### config.mk
export PLATFORM = sky130hd
export DESIGN_NAME = snand_pio_engine
export DESIGN_NICKNAME = d
export VERILOG_FILES = /design/src/rtl/snand_pio_pkg.sv /design/src/rtl/snand_regs.sv /design/src/rtl/snand_shifter.sv /design/src/rtl/snand_pio_engine.sv
export SDC_FILE = /design/constraint.sdc
export NUM_CORES = 1
export LEC_CHECK = 0
export BUFFER_PORTS_ARGS = -buffer_cell sky130_fd_sc_hd__buf_4
export CORE_MARGIN = 1.5
export CORE_UTILIZATION = 30
export CTS_CLUSTER_SIZE = 28
export DETAILED_ROUTE_END_ITERATION = 6
export HOLD_SLACK_MARGIN = 0.12
export SYNTH_ARGS = -nofsm -noshare
export SYNTH_HDL_FRONTEND = slang
export SYNTH_SLANG_ARGS = --single-unit
### constraint.sdc
create_clock -name clk_i -period 2.2 [get_ports clk_i]
set_clock_uncertainty 0.2 [all_clocks]
set_input_delay 0.44 -clock clk_i [delete_from_list [all_inputs] [get_ports clk_i]]
set_output_delay 0.44 -clock clk_i [all_outputs]
set_load 0.01 [all_outputs]
### src/rtl/snand_pio_pkg.sv
`timescale 1ns/1ps
package snand_pio_pkg;
  localparam int DATA_W   = 32;
  localparam int LANES    = 4;
  localparam int CS_STEP  = 4;

  localparam int OFS_CS    = 'h04;
  localparam int OFS_WCMD  = 'h08;
  localparam int OFS_RCMD  = 'h0C;
  localparam int OFS_RDATA = 'h10;
  localparam int OFS_WDATA = 'h14;
  localparam int OFS_STAT  = 'h40;

  localparam int WID_HI = 29;
  localparam int WID_LO = 28;

  typedef struct packed {
    logic [1:0] wid;
    logic [1:0] len_m1;
  } xfer_cfg_t;

  // lane groups in a burst, minus one: 8n/1, 8n/2, 8n/4
  function automatic logic [4:0] groups_m1(xfer_cfg_t c);
    case (c.wid)
      2'd0:    return {c.len_m1, 3'b111};
      2'd1:    return {1'b0, c.len_m1, 2'b11};
      default: return {2'b00, c.len_m1, 1'b1};
    endcase
  endfunction
endpackage

### src/rtl/snand_regs.sv
`timescale 1ns/1ps
module snand_regs
  import snand_pio_pkg::*;
#(
  parameter int ADDR_W = 7,
  parameter int NUM_CS = 2
) (
  input  logic              clk_i,
  input  logic              rst_ni,
  input  logic              bus_en_i,
  input  logic              bus_we_i,
  input  logic [ADDR_W-1:0] bus_addr_i,
  input  logic [DATA_W-1:0] bus_wdata_i,
  output logic [DATA_W-1:0] bus_rdata_o,
  input  logic              busy_i,
  input  logic              rd_act_i,
  input  logic              wr_act_i,
  input  logic [DATA_W-1:0] rdata_i,
  output logic [NUM_CS-1:0] cs_n_o,
  output xfer_cfg_t         wcmd_o,
  output logic              start_o,
  output logic              start_out_o,
  output xfer_cfg_t         start_cfg_o,
  output logic [DATA_W-1:0] start_data_o
);
  logic [NUM_CS-1:0] cs_q;
  xfer_cfg_t         wcmd_q;
  logic              wr_acc;
  logic              hit_cs, hit_wcmd, hit_rcmd, hit_wdata;
  logic [DATA_W-1:0] cs_word;
  xfer_cfg_t         bus_cfg;

  assign wr_acc    = bus_en_i & bus_we_i;
  assign hit_cs    = bus_addr_i == ADDR_W'(OFS_CS);
  assign hit_wcmd  = bus_addr_i == ADDR_W'(OFS_WCMD);
  assign hit_rcmd  = bus_addr_i == ADDR_W'(OFS_RCMD);
  assign hit_wdata = bus_addr_i == ADDR_W'(OFS_WDATA);
  assign bus_cfg   = '{wid: bus_wdata_i[WID_HI:WID_LO], len_m1: bus_wdata_i[1:0]};

  always_ff @(posedge clk_i or negedge rst_ni) begin
    if (!rst_ni) begin
      cs_q   <= '1;
      wcmd_q <= '0;
    end else if (wr_acc) begin
      if (hit_cs) begin
        for (int n = 0; n < NUM_CS; n++) cs_q[n] <= bus_wdata_i[CS_STEP*n];
      end
      if (hit_wcmd && !busy_i) wcmd_q <= bus_cfg;
    end
  end

  generate
    for (genvar n = 0; n < DATA_W; n++) begin : g_csw
      if ((n % CS_STEP == 0) && (n / CS_STEP < NUM_CS)) begin : g_sel
        assign cs_word[n] = cs_q[n/CS_STEP];
      end else begin : g_one
        assign cs_word[n] = 1'b1;
      end
    end
  endgenerate

  assign start_o      = wr_acc & ~busy_i & (hit_wdata | hit_rcmd);
  assign start_out_o  = hit_wdata;
  assign start_cfg_o  = hit_wdata ? wcmd_q : bus_cfg;
  assign start_data_o = bus_wdata_i;
  assign cs_n_o       = cs_q;
  assign wcmd_o       = wcmd_q;

  always_comb begin
    bus_rdata_o = '0;
    if (hit_cs) bus_rdata_o = cs_word;
    else if (hit_wcmd) begin
      bus_rdata_o[WID_HI:WID_LO] = wcmd_q.wid;
      bus_rdata_o[1:0]           = wcmd_q.len_m1;
    end
    else if (bus_addr_i == ADDR_W'(OFS_RDATA)) bus_rdata_o = rdata_i;
    else if (bus_addr_i == ADDR_W'(OFS_STAT))  bus_rdata_o[3:1] = {busy_i, rd_act_i, wr_act_i};
  end
endmodule

### src/rtl/snand_shifter.sv
`timescale 1ns/1ps
module snand_shifter
  import snand_pio_pkg::*;
(
  input  logic              clk_i,
  input  logic              rst_ni,
  input  logic              start_i,
  input  logic              start_out_i,
  input  xfer_cfg_t         start_cfg_i,
  input  logic [DATA_W-1:0] start_data_i,
  input  logic [LANES-1:0]  io_i,
  output logic              busy_o,
  output logic              rd_act_o,
  output logic              wr_act_o,
  output logic              sclk_o,
  output logic [LANES-1:0]  io_o,
  output logic [LANES-1:0]  io_oe_o,
  output logic [DATA_W-1:0] rdata_o
);
  logic              busy_q, out_q, sclk_q;
  xfer_cfg_t         cfg_q;
  logic [4:0]        cnt_q;
  logic [DATA_W-1:0] tx_q, rx_q, rdata_q, tx_nxt, rx_nxt;

  always_comb begin
    case (cfg_q.wid)
      2'd0: begin
        tx_nxt = {tx_q[DATA_W-2:0], 1'b0};
        rx_nxt = {rx_q[DATA_W-2:0], io_i[1]};
      end
      2'd1: begin
        tx_nxt = {tx_q[DATA_W-3:0], 2'b00};
        rx_nxt = {rx_q[DATA_W-3:0], io_i[1:0]};
      end
      default: begin
        tx_nxt = {tx_q[DATA_W-5:0], 4'b0000};
        rx_nxt = {rx_q[DATA_W-5:0], io_i};
      end
    endcase
  end

  always_ff @(posedge clk_i or negedge rst_ni) begin
    if (!rst_ni) begin
      busy_q  <= 1'b0;
      out_q   <= 1'b0;
      sclk_q  <= 1'b0;
      cfg_q   <= '0;
      cnt_q   <= '0;
      tx_q    <= '0;
      rx_q    <= '0;
      rdata_q <= '0;
    end else if (!busy_q) begin
      if (start_i) begin
        busy_q <= 1'b1;
        out_q  <= start_out_i;
        cfg_q  <= start_cfg_i;
        cnt_q  <= groups_m1(start_cfg_i);
        tx_q   <= start_data_i;
        rx_q   <= '0;
      end
    end else if (!sclk_q) begin
      // rising serial edge: capture inputs
      sclk_q <= 1'b1;
      if (!out_q) rx_q <= rx_nxt;
    end else begin
      // falling serial edge: advance outputs or finish
      sclk_q <= 1'b0;
      if (cnt_q == '0) begin
        busy_q <= 1'b0;
        if (!out_q) rdata_q <= rx_q << {~cfg_q.len_m1, 3'b000};
      end else begin
        cnt_q <= cnt_q - 5'd1;
        tx_q  <= tx_nxt;
      end
    end
  end

  always_comb begin
    io_o    = '0;
    io_oe_o = '0;
    if (busy_q && out_q) begin
      case (cfg_q.wid)
        2'd0:    begin io_o = {3'b000, tx_q[DATA_W-1]};      io_oe_o = 4'b0001; end
        2'd1:    begin io_o = {2'b00, tx_q[DATA_W-1 -: 2]};  io_oe_o = 4'b0011; end
        default: begin io_o = tx_q[DATA_W-1 -: 4];           io_oe_o = 4'b1111; end
      endcase
    end
  end

  assign busy_o   = busy_q;
  assign rd_act_o = busy_q & ~out_q;
  assign wr_act_o = busy_q & out_q;
  assign sclk_o   = sclk_q;
  assign rdata_o  = rdata_q;
endmodule

### src/rtl/snand_pio_engine.sv
`timescale 1ns/1ps
module snand_pio_engine
  import snand_pio_pkg::*;
#(
  parameter int ADDR_W = 7,
  parameter int NUM_CS = 2
) (
  input  logic              clk_i,
  input  logic              rst_ni,
  input  logic              bus_en_i,
  input  logic              bus_we_i,
  input  logic [ADDR_W-1:0] bus_addr_i,
  input  logic [31:0]       bus_wdata_i,
  output logic [31:0]       bus_rdata_o,
  output logic [NUM_CS-1:0] cs_n_o,
  output logic              sclk_o,
  output logic [3:0]        io_o,
  output logic [3:0]        io_oe_o,
  input  logic [3:0]        io_i
);
  logic              busy, rd_act, wr_act;
  logic              start, start_out;
  xfer_cfg_t         start_cfg, wcmd;
  logic [DATA_W-1:0] start_data, rdata;

  snand_regs #(.ADDR_W(ADDR_W), .NUM_CS(NUM_CS)) regs_i (
    .clk_i       (clk_i),
    .rst_ni      (rst_ni),
    .bus_en_i    (bus_en_i),
    .bus_we_i    (bus_we_i),
    .bus_addr_i  (bus_addr_i),
    .bus_wdata_i (bus_wdata_i),
    .bus_rdata_o (bus_rdata_o),
    .busy_i      (busy),
    .rd_act_i    (rd_act),
    .wr_act_i    (wr_act),
    .rdata_i     (rdata),
    .cs_n_o      (cs_n_o),
    .wcmd_o      (wcmd),
    .start_o     (start),
    .start_out_o (start_out),
    .start_cfg_o (start_cfg),
    .start_data_o(start_data)
  );

  snand_shifter shift_i (
    .clk_i       (clk_i),
    .rst_ni      (rst_ni),
    .start_i     (start),
    .start_out_i (start_out),
    .start_cfg_i (start_cfg),
    .start_data_i(start_data),
    .io_i        (io_i),
    .busy_o      (busy),
    .rd_act_o    (rd_act),
    .wr_act_o    (wr_act),
    .sclk_o      (sclk_o),
    .io_o        (io_o),
    .io_oe_o     (io_oe_o),
    .rdata_o     (rdata)
  );
endmodule

Word level (Yosys, flattened, before mapping). Cells that the tools add are included.

Flip-flop bits (word level): 114. Bits in latches: 0. Memory bits (writable): 0. ROM bits: 0. Input bits: 47. Output and inout bits: 43. Logic and storage cells: 82. Memories: 0.

$add $sub $neg: 1. $mul: 0. Div/mod/pow operators: 0. Magnitude comparators: 0. Equality and inequality tests: 12. Shifts and indexed selects: 1. Muxes and demuxes: 34. Bitwise gates (word level): 9. Reductions and logical operators: 13.

Operators with widths (count): 32-bit two-way mux (9); 32-bit case mux with 2 select lines (2); 32-bit by 5-bit << shifter with 32-bit output (1); 28-bit two-way mux (1); 26-bit two-way mux (1); 5-bit two-way mux (4); 4-bit case mux with 2 select lines (2); 7-bit by 4-bit equality test with 1-bit output, second input constant (2); 7-bit by 5-bit equality test with 1-bit output, second input constant (2); 4-bit two-way mux (3); 5-bit case mux with 2 select lines (1); 2-bit inequality test, second input constant (4); 7-bit by 3-bit equality test with 1-bit output, second input constant (1); 7-bit equality test, second input constant (1); 1-bit two-way mux (6); 2-bit two-way mux (3); 3-bit two-way mux (2); 2-bit AND reduction (3); 3-bit AND reduction (2); 1-bit bitwise AND (5); 5-bit zero test (1); 5-bit by 1-bit subtractor with 5-bit output, second input constant (1); 2-bit by 1-bit equality test with 1-bit output, second input constant (2); 2-bit zero test (2); other kinds (7) (9).

Depth between registers and ports, before layout.
Word-level depth: 6. Gate-level depth with buffers: 9.

Hierarchy. A second synthesis with hierarchy kept.

Cells, all modules: 885. Area, all modules: 7539.7 um^2.

By module, submodules not included: snand_shifter (instances 1, cells an instance 776, area each 6542.5 um^2, sequential area each 2702.6 um^2); snand_regs (instances 1, cells an instance 109, area each 997.2 um^2, sequential area each 152.6 um^2).

Worst setup path before layout. No wires, ideal clock.

Path type: input to output. Start point: input port bus_addr_i[1]. End point: output port bus_rdata_o[10]. Arrival time: 1756 ps. Data required time: 1560 ps. Slack: -196 ps. Stages: 5. Path buffers: 2. Path through: or4b_1 > buf_2 > nor2b_1 > clkbuf_1 > a21o_1.

Longest elaborated chain between the ends: 4. Elaborated cells on any way between the ends: 6. Those cells by class: eq/ne: 3; mux: 3.

Ends and longest elaborated chain: start, declared (RTL line snand_pio_engine.sv:12) `input logic [ADDR_W-1:0] bus_addr_i,`; 7-bit by 5-bit equality test with 1-bit output (RTL line snand_regs.sv:76) `else if (bus_addr_i == ADDR_W'(OFS_RDATA)) bus_rdata_o = rdata_i;`; 28-bit two-way mux (RTL line snand_regs.sv:76); 26-bit two-way mux (RTL line snand_regs.sv:72) `else if (hit_wcmd) begin`; 32-bit two-way mux (*) (RTL line snand_regs.sv:71) `if (hit_cs) bus_rdata_o = cs_word;`; end, declared (RTL line snand_pio_engine.sv:14) `output logic [31:0] bus_rdata_o,`.

Every way passes the cells marked *; elsewhere a longest branch is shown, timed or not.

Worst setup path after layout.
Start point: input port bus_addr_i[3]. End point: output port bus_rdata_o[12].

Same word-level chain as after synthesis.

==> summary by stage <==
Critical path
The startpoint class of the critical path is an input pin. In this design, the stage delay of the slowest critical-path cell is 0.55 ns. Of all nets on the critical path, the largest fanout is 12.

The destination of the critical timing path is bus_rdata_o[12]. The endpoint identified for the worst register-to-register timing path is shift_i.rdata_o[27]. The number of buffers and inverters on the critical path is 4. The largest individual stage delay along the critical path comes from the cell or4b_4.

The critical path arrival is 1.77 ns. The signal on the critical path passes through buf_6 > or4b_4 > nor2b_4 > buf_12 > buf_16 > a21o_1 > buf_4. In this run the number of cells on the critical path is 7. The worst register-to-register path has a depth of 8. The timing startpoint of the critical path is bus_addr_i[3]. The cell family contributing the most delay on the critical path is simple AND/OR/NAND/NOR gates. The critical path required time is 1.56 ns. The kind of end point of the critical path is an output pin. The class of the most critical setup path is input pin to output pin. In this run the register-to-register setup slack is -0.11 ns. The reg-to-reg startpoint is shift_i.cnt_q[1].

Run
Max-cap violations in this run came to 0.

Yosys
The post-synthesis sequential area ratio is 40.1%. The number of different library cells used by synthesis comes to 50. The prevailing post-synth register cell is dfrtp_1. The number of enable-type register cells in the synthesized netlist is 0. The synthesized design contains 114 register bits. A synthesized cell averages 8.62 µm². The Yosys warning count is 0. The fraction of registers with async set/reset is 100%. Synthesis produced a netlist whose cell count is 826. When the netlist entered floorplanning its net count stood at 874. The mapped netlist covers 7120 µm².

Detailed routing
The routed layout has 6482 vias. The post-route antenna net violation count is 0. The first detailed-routing pass ran for 6 iterations. Summed over all layers, the routed wires come to 21100 µm. The average via count per standard cell is 5.01.

The average wire per standard cell is 16.3 µm. The number of violations reported at the end of detailed-routing iteration 0 is 396. The post-detailed-route DRC marker count is 0.

Worst hold path
The worst hold path belongs to the class input pin to flop.

Clock network
The register clock-pin slew on the reported worst setup and hold paths is 0.05 ns. The clock passes through at most 2 buffers. The clock tree from TritonCTS is yes.

In this run the number of H-tree levels came out at 4. The clock net in this run drives a total of 114 sinks. The number of CTS-inserted buffers is 17.

The worst-skew pair later-pin latency is 0.42 ns. The tree is rooted in a clkbuf_16.

Floorplan
In this run the horizontal extent of the chip is 157 µm. The area of the die is 24700 µm². The area of the core is 23400 µm².

Measured along the y axis, the die boundary spans 157 µm. The number of top-level pins is 90. The number of rows created at floorplan is 56.

Once the floorplan was initialized, standard cells occupied 30.4% of the core.

Power
The power density over the cells is 925 nW/µm². Summed over all cells, the static leakage comes to 4.37 nW. The worst supply voltage drop on vdd is 802 µV.

Timing
Static timing analysis puts the maximum clock frequency at 0.415 GHz. The post-route worst hold slack is 0.129 ns. Setup repair after global routing could not meet its margin everywhere.

The total count of hold-check failures in the final report was 0. The fraction of the cycle the final worst path needs is 110%. The setup violation total in the final timing report is 59. The count of pins over their slew limit was 0.

The tightest slew margin relative to the limit is 48.2%. The measured slew at the worst slew-check pin is 0.774 ns. Once routing completed, OpenROAD measured the worst setup slack at -0.211 ns. The clock period minus final worst setup slack is 2.41 ns.

Placed design
Detailed placement finished with a half-perimeter wire length of 13600 µm. OpenSTA, run right after detailed placement, puts the worst setup slack at -0.242 ns. The congestion estimate from routability-driven global placement came to 0.837. Buffers placed on the I/O ports in this run total 89.

Global route
The first-pass GRT wire length is 33000 µm. The number of antenna violations at the first check in global routing was 0. The overall global routing resource usage is 17.1%. Entering global routing, the biggest net connects 65 pins. The remaining global-route overflow is 0. The via count of the first global-routing pass is 6123.

Cells and area
The number of diodes is 0. Of the cells placed in the final design, the portion with a size suffix greater than 1 is 29.3%. The area growth from synthesis to layout is 40.0%. The layout net count is 1009.

Run status
The checks that failed: negative setup slack. The run finished, with violations left.
[how the worst min path moves through the flow]
stage                       start                  to  slack, ns  cells past startpoint
2_1_floorplan              rst_ni    regs_i.wcmd_o[0]      -0.06                      0
3_3_place_gp   shift_i.rdata_o[8]  shift_i.rdata_o[8]       0.26                      2
3_5_place_dp   shift_i.rdata_o[8]  shift_i.rdata_o[8]       0.26                      2
4_1_cts            bus_wdata_i[8]     shift_i.tx_q[8]       0.12                      3
5_1_grt            bus_wdata_i[1]    regs_i.wcmd_o[1]       0.13                      2
6_report           bus_wdata_i[6]     shift_i.tx_q[6]       0.13                      3
[Yosys cell counts, drive strengths merged (2+ instances only)]
| cell type | number | share of area [%] |
|---|---|---|
| a222oi | 2 | 0.28 |
| a31oi | 2 | 0.18 |
| nor2b | 5 | 0.44 |
| buf | 26 | 2.0 |
| xor2 | 2 | 0.25 |
| a21oi | 14 | 0.98 |
| a211oi | 2 | 0.21 |
| nor4 | 3 | 0.26 |
| nor3 | 6 | 0.49 |
| a22o | 2 | 0.25 |
| a221o | 3 | 0.42 |
| dfrtp | 112 | 39 |
| mux2 | 34 | 5.4 |
| nand2 | 160 | 8.4 |
| nor2 | 35 | 1.8 |
| and3 | 3 | 0.26 |
| o21ai | 133 | 9.4 |
| a221oi | 9 | 1.5 |
| and2 | 4 | 0.35 |
| xnor2 | 2 | 0.25 |
| dfstp | 2 | 0.74 |
| nand4 | 3 | 0.26 |
| a21o | 26 | 2.7 |
| o22ai | 3 | 0.26 |
| nand3 | 48 | 3.4 |
| nor3b | 3 | 0.32 |
| mux2i | 103 | 14 |
| inv | 16 | 0.84 |
| or4b | 2 | 0.28 |
| clkbuf | 47 | 2.5 |
[cell families (layout without fill, tap and decap cells)]
| kind of cell | after synthesis | in the layout | share of synthesized area, % |
|---|---|---|---|
| AO/OA/AOI/OAI | 202 | 202 | 16.9 |
| XOR/XNOR | 4 | 4 | 0.492 |
| adder cells (fa/ha/maj) | 1 | 1 | 0.176 |
| buffers and inverters | 89 | 236 | 5.34 |
| flip-flops | 114 | 114 | 40.1 |
| multiplexers | 137 | 137 | 19.9 |
| AND/OR/NAND/NOR | 279 | 280 | 17.1 |
[layout by cell type (no fill, tap or decap), drive strengths merged, types with 3 or more instances in the layout]
cell type / netlist / routed
buf: 26 / 165
nand2: 160 / 160
o21ai: 133 / 133
dfrtp: 112 / 112
mux2i: 103 / 103
nand3: 48 / 48
nor2: 35 / 35
mux2: 34 / 34
a21o: 26 / 26
clkbuf: 47 / 26
dlygate4sd3: 0 / 21
inv: 16 / 16
a21oi: 14 / 14
a221oi: 9 / 9
nor3: 6 / 6
bufinv: 0 / 5
nor2b: 5 / 5
and2: 4 / 4
a221o: 3 / 3
nor3b: 3 / 3
nand4: 3 / 3
and3: 3 / 3
o22ai: 3 / 3
nor4: 3 / 3
[flip-flops by register name, summed over array words and instances, names as in the netlist]
signal and flops:
shift_i.rdata_o 32, shift_i.out_q 1, shift_i.cfg_q 4, shift_i.busy_o 1, regs_i.wcmd_o 4, shift_i.rx_q 32
shift_i.tx_q 32, regs_i.cs_n_o 2, shift_i.sclk_o 1, shift_i.cnt_q 5
[tightest hold or removal path: stages]
cell and delay (ns):
buf_4 0.08, mux2i_1 0.05, o21ai_0 0.13
[final cells by class]
type	instances	area, µm²
multi-input combinational	624	4220
sequential	114	2860
timing repair buffer	188	1760
clock buffer	24	492
inverter	16	60.1
fill	2296	13400
clock inverter	8	175
tap	319	399
[metal layers]
layer | vias up | part of all wire [%] | global-route usage, %
met2 | 160 | 47 | 27.3
met4 | 0 | 1.4 | 4.31
met3 | 24 | 4.0 | 3.74
met5 | - | 0 | 0
li1 | 3192 | - | -
met1 | 3106 | 47 | 23.4
[power breakdown]
group	total [mW]	internal, mW	switching, mW
combinational	2.90	1.35	1.54
clock	3.12	2.13	0.986
sequential	3.20	2.62	0.588
[timing repair]
action	CTS	global route
endpoints found under the hold margin	133	0
cloned	4	2
setup endpoints to repair	105	100
gates resized for setup	41	52
pin swaps	7	19
hold buffers	21	0
setup buffers	8	7
[stage by stage]
stage	utilization, %	cells	instance area [µm²]	setup TNS, ns	total power, mW
2_1_floorplan	-	826	7220	-0.998	4.83
3_3_place_gp	36.4	1223	8510	-13.16	5.74
3_5_place_dp	36.4	1223	8510	-14.83	5.78
4_1_cts	41.4	1287	9680	-6.11	9.12
5_1_grt	42.6	1293	9970	-10.05	9.74
6_report	42.6	1293	9970	-7.20	9.22
Note: power is estimated with default switching activity, not from simulation.
